[config.mk]
export PLATFORM = sky130hd
export DESIGN_NAME = vec_loop_seq
export DESIGN_NICKNAME = d
export VERILOG_FILES = /design/src/rtl/vls_pkg.sv /design/src/rtl/vls_kind_chk.sv /design/src/rtl/vls_reg_gen.sv /design/src/rtl/vls_state.sv /design/src/rtl/vec_loop_seq.sv
export SDC_FILE = /design/constraint.sdc
export NUM_CORES = 1
export LEC_CHECK = 0
export ABC_AREA = 0
export BUFFER_PORTS_ARGS = -buffer_cell sky130_fd_sc_hd__buf_2
export CORE_MARGIN = 8
export CORE_UTILIZATION = 35
export DETAILED_ROUTE_END_ITERATION = 8
export GPL_TIMING_DRIVEN = 0
export PLACE_DENSITY = 0.64
export RECOVER_POWER = 25
export REMOVE_ABC_BUFFERS = 1
export SLEW_MARGIN = 20
export SYNTH_ARGS = -nofsm -noshare
export SYNTH_HDL_FRONTEND = slang
export SYNTH_SLANG_ARGS = --single-unit
[constraint.sdc]
create_clock -name clk_i -period 2.3 [get_ports clk_i]
set_input_delay 0.115 -clock clk_i [delete_from_list [all_inputs] [get_ports clk_i]]
set_output_delay 0.115 -clock clk_i [all_outputs]
set_load 0.01 [all_outputs]
[src/rtl/vls_pkg.sv]
package vls_pkg;
  localparam int XLEN    = 32;
  localparam int KIND_W  = 4;
  localparam int SPRN_W  = 10;
  localparam logic [SPRN_W-1:0] SPR_LOOP = 10'd704;
  localparam logic [SPRN_W-1:0] SPR_SAVE = 10'd720;
  // vector-capable kind codes: arith, load, store, spr move
  localparam logic [(1<<KIND_W)-1:0] VEC_OK_MASK = 16'h000F;
endpackage

[src/rtl/vls_kind_chk.sv]
module vls_kind_chk
  import vls_pkg::*;
(
  input  logic [KIND_W-1:0] kind_i,
  output logic              legal_o
);
  assign legal_o = VEC_OK_MASK[kind_i];
endmodule

[src/rtl/vls_reg_gen.sv]
module vls_reg_gen #(
  parameter int NUM_OPS = 4,
  parameter int REG_W   = 7
) (
  input  logic                     en_i,
  input  logic [REG_W-1:0]         step_i,
  input  logic [NUM_OPS*REG_W-1:0] base_i,
  input  logic [NUM_OPS-1:0]       vec_i,
  output logic [NUM_OPS*REG_W-1:0] reg_o
);
  for (genvar g = 0; g < NUM_OPS; g++) begin : g_op
    logic [REG_W-1:0] base;
    assign base = base_i[g*REG_W +: REG_W];
    // sum truncates to REG_W: modulo register-file size
    assign reg_o[g*REG_W +: REG_W] = (en_i && vec_i[g]) ? base + step_i : base;
  end
endmodule

[src/rtl/vls_state.sv]
module vls_state
  import vls_pkg::*;
#(
  parameter int REG_W = 7
) (
  input  logic              clk_i,
  input  logic              rst_ni,
  input  logic              adv_i,
  input  logic              clr_i,
  input  logic              exc_i,
  input  logic              rfi_i,
  input  logic              spr_we_i,
  input  logic              spr_re_i,
  input  logic [SPRN_W-1:0] spr_num_i,
  input  logic              spr_priv_i,
  input  logic [XLEN-1:0]   spr_wdata_i,
  output logic [XLEN-1:0]   spr_rdata_o,
  output logic              spr_err_o,
  output logic [REG_W-1:0]  step_o,
  output logic [REG_W-1:0]  vl_o
);
  logic [XLEN-1:0] st_q, save_q;
  logic hit_loop, hit_save, save_ok;

  assign hit_loop = spr_num_i == SPR_LOOP;
  assign hit_save = spr_num_i == SPR_SAVE;
  assign save_ok  = hit_save && spr_priv_i;

  assign step_o = st_q[REG_W-1:0];
  assign vl_o   = st_q[2*REG_W-1:REG_W];

  always_ff @(posedge clk_i or negedge rst_ni) begin
    if (!rst_ni) begin
      st_q   <= '0;
      save_q <= '0;
    end else if (exc_i) begin
      save_q            <= st_q;
      st_q[REG_W-1:0]   <= '0;
    end else if (rfi_i) begin
      st_q <= save_q;
    end else begin
      if (spr_we_i && save_ok) save_q <= spr_wdata_i;
      if (spr_we_i && hit_loop) st_q <= spr_wdata_i;
      else if (clr_i) st_q[REG_W-1:0] <= '0;
      else if (adv_i) st_q[REG_W-1:0] <= step_o + REG_W'(1);
    end
  end

  always_comb begin
    spr_rdata_o = '0;
    if (spr_re_i && hit_loop) spr_rdata_o = st_q;
    else if (spr_re_i && save_ok) spr_rdata_o = save_q;
  end
  assign spr_err_o = (spr_we_i || spr_re_i) && hit_save && !spr_priv_i;

  p_save_r9: assert property (@(posedge clk_i) disable iff (!rst_ni)
    exc_i |=> save_q == $past(st_q));
  p_restore_r10: assert property (@(posedge clk_i) disable iff (!rst_ni)
    (rfi_i && !exc_i) |=> st_q == $past(save_q));
  p_priv_r12: assert property (@(posedge clk_i) disable iff (!rst_ni)
    (spr_we_i && hit_save && !spr_priv_i && !exc_i && !rfi_i) |=> $stable(save_q));
endmodule

[src/rtl/vec_loop_seq.sv]
module vec_loop_seq
  import vls_pkg::*;
#(
  parameter int NUM_OPS = 4,
  parameter int REG_W   = 7
) (
  input  logic                     clk_i,
  input  logic                     rst_ni,
  input  logic                     dec_valid_i,
  input  logic                     dec_prefixed_i,
  input  logic [3:0]               dec_kind_i,
  input  logic [NUM_OPS*REG_W-1:0] dec_reg_i,
  input  logic [NUM_OPS-1:0]       dec_vec_i,
  output logic                     dec_ready_o,
  output logic                     illegal_o,
  output logic                     iss_valid_o,
  input  logic                     iss_ready_i,
  output logic [NUM_OPS*REG_W-1:0] iss_reg_o,
  output logic [REG_W-1:0]         iss_step_o,
  input  logic                     exc_i,
  input  logic                     rfi_i,
  input  logic                     spr_we_i,
  input  logic                     spr_re_i,
  input  logic [9:0]               spr_num_i,
  input  logic                     spr_priv_i,
  input  logic [31:0]              spr_wdata_i,
  output logic [31:0]              spr_rdata_o,
  output logic                     spr_err_o
);
  logic [REG_W-1:0] step, vl;
  logic [REG_W:0]   step_p1;
  logic legal, go, bad, empty, last, accept, adv, clr;

  vls_kind_chk u_kind (.kind_i(dec_kind_i), .legal_o(legal));

  assign go      = dec_valid_i && !exc_i && !rfi_i;
  assign bad     = dec_prefixed_i && !legal;
  assign empty   = dec_prefixed_i && legal && (vl == '0);
  assign step_p1 = {1'b0, step} + (REG_W+1)'(1);
  assign last    = step_p1 >= {1'b0, vl};

  assign iss_valid_o = go && !bad && !empty;
  assign accept      = iss_valid_o && iss_ready_i;
  assign dec_ready_o = go && (bad || empty || (accept && (!dec_prefixed_i || last)));
  assign illegal_o   = go && bad;
  assign adv         = accept && dec_prefixed_i && !last;
  assign clr         = accept && dec_prefixed_i && last;
  assign iss_step_o  = dec_prefixed_i ? step : '0;

  vls_reg_gen #(.NUM_OPS(NUM_OPS), .REG_W(REG_W)) u_regs (
    .en_i(dec_prefixed_i), .step_i(step), .base_i(dec_reg_i),
    .vec_i(dec_vec_i), .reg_o(iss_reg_o)
  );

  vls_state #(.REG_W(REG_W)) u_state (
    .clk_i, .rst_ni, .adv_i(adv), .clr_i(clr), .exc_i, .rfi_i,
    .spr_we_i, .spr_re_i, .spr_num_i, .spr_priv_i, .spr_wdata_i,
    .spr_rdata_o, .spr_err_o, .step_o(step), .vl_o(vl)
  );

  p_hold_r4: assert property (@(posedge clk_i) disable iff (!rst_ni)
    (iss_valid_o && !iss_ready_i && !spr_we_i) |=> $stable(step));
  p_step_inc_r2: assert property (@(posedge clk_i) disable iff (!rst_ni)
    (accept && dec_prefixed_i && !last && !spr_we_i) |=> step == $past(step) + REG_W'(1));
  p_clear_r6: assert property (@(posedge clk_i) disable iff (!rst_ni)
    (accept && dec_prefixed_i && last && !spr_we_i) |=> step == '0);
  p_illegal_r7: assert property (@(posedge clk_i) disable iff (!rst_ni)
    illegal_o |-> (!iss_valid_o && dec_ready_o));
  p_exc_block_r13: assert property (@(posedge clk_i) disable iff (!rst_ni)
    exc_i |-> (!iss_valid_o && !dec_ready_o));
endmodule

==> results.toml <==
[placement]
dp_cells = 900
place.gp.congestion = 0.785
port_buffers = 156
dpl.hpwl_um = 12000

[floorplan]
start_util_pct = 35.4
core_area_um2 = 15000
num_io_pins = 159
rows = 45
die_w_um = 139
fp.dieArea_um2 = 19300
die_h_um = 139

[finish]
syn2layout_area_growth_pct = 33.0
nets = 873
instances_no_fill = 940
drive_above_1_share_pct = 38.2

[worst_setup_path]
crit_path_start_kind = "register"
r2r_slack_ns = -0.03
r2r-end = "u_state.st_q[5]"
crit_path_end_kind = "primary output"
crit_fanout = 4
r2r_cells = 10
cp.required_ns = 2.18
r2r_start = "u_state.st_q[0]"
crit_end = "dec_ready_o"
worstPathArrival_ns = 2.52
crit_path_start = "u_state.st_q[0]"
critPathKind = "register to primary output"

[timing]
hold_viol = 0
slew_viol_final = 32
period_share_pct = 115
fmax_mhz = 379
rsz0062_at_grt = "true"
fin_crit_ns = 2.64
slew_headroom_pct = -15.6
setup_tns_ns = -2.50
timing.hold.ws_ns = 0.103
finalSetupViolCount = 16
skew_ns = 0.00292
setup_slack_ns = -0.337
worst_pin_slew_ns = 1.73

[synthesis]
avgSynthCellArea_um2 = 9.04
ys_seq_elements = 64
ys.flop_type = "dfrtp_1"
synth-async-reset-ratio_pct = 100
synth_cell_types = 53
synthCells = 586
yosysWarnings = 0
syn_area_um2 = 5300
yosysSeqAreaShare_pct = 30.2
synth-edff-count = 0

[clocking]
htree_levels = 3
cts_max_path_buffers = 2
insertion_delay_ns = 0.32
clk_pin_slew_ns = 0.05
numCtsBuffers = 9
cts_sinks = 64
clock_tree.root_cell = "clkbuf_16"
cts_tree = "yes"

[drt]
route.detailed.drc = 0
first_pass_iters = 4
finalWirelength_um = 16500
routedWlPerCell_um = 17.5
vias_per_cell = 5.36
drt_iter0_drc = 173
drtAntennaViolNets = 0
dr_total_vias = 5036

[global_route]
grt_pass1_vias = 5203
antenna_found_initial = 2
grt_max_degree = 44
track_usage_pct = 16.8
grt_pass1_wl_um = 26700
grt-ovfl-total = 0

[power]
ir_drop_uv = 522
leakagePower_nw = 3.42
p_total_w = 0.00364
power.density_nw_per_um2 = 516

[min_path]
min_from = "spr_wdata_i[2]"
min_path_cells = 3
hold_class = "primary input to register"

[job]
drv_cap = 1

[run_status]
violations = "capacitance limit, slew limit, setup timing"
outcome = "complete, but fails checks"
[kinds of logic (layout without fill, tap and decap cells)]
| logic type | Yosys count | in the layout | synth area share [%] |
|---|---|---|---|
| flops | 64 | 64 | 30.2 |
| other cells | 0 | 1 | 0 |
| buf+inv | 60 | 225 | 4.98 |
| compound gates | 175 | 175 | 23.7 |
| simple gates | 168 | 168 | 16.7 |
| fa+ha+maj | 36 | 36 | 9.07 |
| xor+xnor | 17 | 17 | 2.81 |
| mux | 66 | 66 | 12.6 |
[worst min-delay path by stage]
stage | end | slack (ns)
CTS | u_state.save_q[19] | 0.09
detailed placement | u_state.save_q[27] | 0.09
global route | u_state.save_q[23] | 0.11
finish | u_state.save_q[2] | 0.10
global placement | u_state.save_q[19] | 0.42
floorplan | u_state.save_q[0] | -0.18
[critical path, cell delays in order (launching register included)]
cell and delay [ns]:
dfrtp_2 0.42, buf_4 0.13, inv_1 0.06, nor3_2 0.17
xor2_1 0.27, ha_1 0.29, a21o_1 0.16, a21oi_1 0.14
o21ai_1 0.13, o21ai_1 0.20, a21oi_1 0.09, buf_2 0.14
[state kept, by name, indices dropped and copies added (netlist names)]
register	count
u_state.st_q	32
u_state.save_q	32
[metrics by stage]
stage / setup WS (ns) / area, µm² / util (%)
CTS: -0.322 / 6890 / 46.0
global route: -0.481 / 7050 / 47.1
finish: -0.337 / 7050 / 47.1
floorplan: -0.867 / 5120 / -
detailed placement: -0.710 / 6320 / 42.2
global placement: -3.32 / 6140 / 41.0
[what timing repair did]
item | 4_1_cts | 5_1_grt
endpoints found under the setup margin | 57 | 36
hold buffers | 1 | 0
hold endpoints to repair | 30 | 0
pin swaps | 17 | 20
setup buffers | 20 | 5
gates resized for setup | 41 | 32
[report_power, final]
group          internal (W)  switching, W
Combinational      0.000461      0.000523
Sequential          0.00128      0.000150
Clock              0.000767      0.000457
[layout make-up]
cell class / instances / area [µm²]
tap: 188 / 235
multi-input combinational: 462 / 3680
inverter: 23 / 90.1
timing repair buffer: 189 / 1170
antenna: 1 / 2.50
clock buffer: 12 / 256
sequential: 64 / 1610
fill: 1447 / 7930
clock inverter: 1 / 5.00
[cell usage in the layout (no fill, tap or decap), types with 4 or more instances in the layout]
master / Yosys / final
ha_4: 0 / 6
inv_1: 23 / 18
nor3b_1: 10 / 10
o21a_1: 5 / 5
buf_6: 3 / 8
o21ai_0: 59 / 51
nand2_1: 58 / 58
a21oi_1: 11 / 8
dfrtp_1: 64 / 58
o31a_1: 4 / 4
a41oi_1: 4 / 4
o21ai_1: 0 / 7
buf_2: 7 / 150
mux2_2: 4 / 4
nand3_2: 0 / 4
buf_16: 0 / 4
a211oi_2: 1 / 4
mux2i_1: 62 / 62
or3_1: 4 / 4
nor2_1: 32 / 32
xor2_1: 10 / 9
a22o_1: 37 / 37
clkbuf_16: 0 / 9
nand2b_1: 7 / 7
nor4_1: 4 / 4
nor4b_1: 5 / 4
xnor2_1: 7 / 7
dfrtp_2: 0 / 6
a21oi_2: 25 / 28
nor2b_2: 0 / 4
fa_2: 0 / 4
ha_1: 32 / 24
buf_4: 2 / 22
nor3_1: 7 / 5
inv_2: 0 / 4
and2_1: 7 / 7
a21o_1: 13 / 13
[synth_stat cells, types with 7 or more instances]
| cell type | n | share of area (%) |
|---|---|---|
| a21oi_2 | 25 | 4.1 |
| ha_1 | 32 | 7.6 |
| buf_2 | 7 | 0.66 |
| and2_1 | 7 | 0.83 |
| nand2b_1 | 7 | 0.83 |
| xor2_1 | 10 | 1.7 |
| nor2_1 | 32 | 2.3 |
| clkbuf_1 | 25 | 1.8 |
| a21o_1 | 13 | 1.8 |
| nor3b_1 | 10 | 1.4 |
| nand2_1 | 58 | 4.1 |
| a22o_1 | 37 | 6.1 |
| nor3_1 | 7 | 0.66 |
| mux2i_1 | 62 | 12 |
| xnor2_1 | 7 | 1.2 |
| a21oi_1 | 11 | 1.0 |
| inv_1 | 23 | 1.6 |
| nand3_1 | 9 | 0.85 |
| o21ai_0 | 59 | 5.6 |
| dfrtp_1 | 64 | 30 |
[metal layers]
metal | vias to the layer above | part of all wire [%] | GRT usage (%) | wire, µm
met5 | - | 0.11 | 0 | 18
met1 | 2372 | 44 | 20.0 | 7180
met3 | 27 | 7.4 | 4.96 | 1220
li1 | 2475 | - | - | -
met4 | 4 | 2.0 | 5.95 | 323
met2 | 158 | 47 | 28.2 | 7750
No activity file was read; power rests on OpenSTA's default activity.
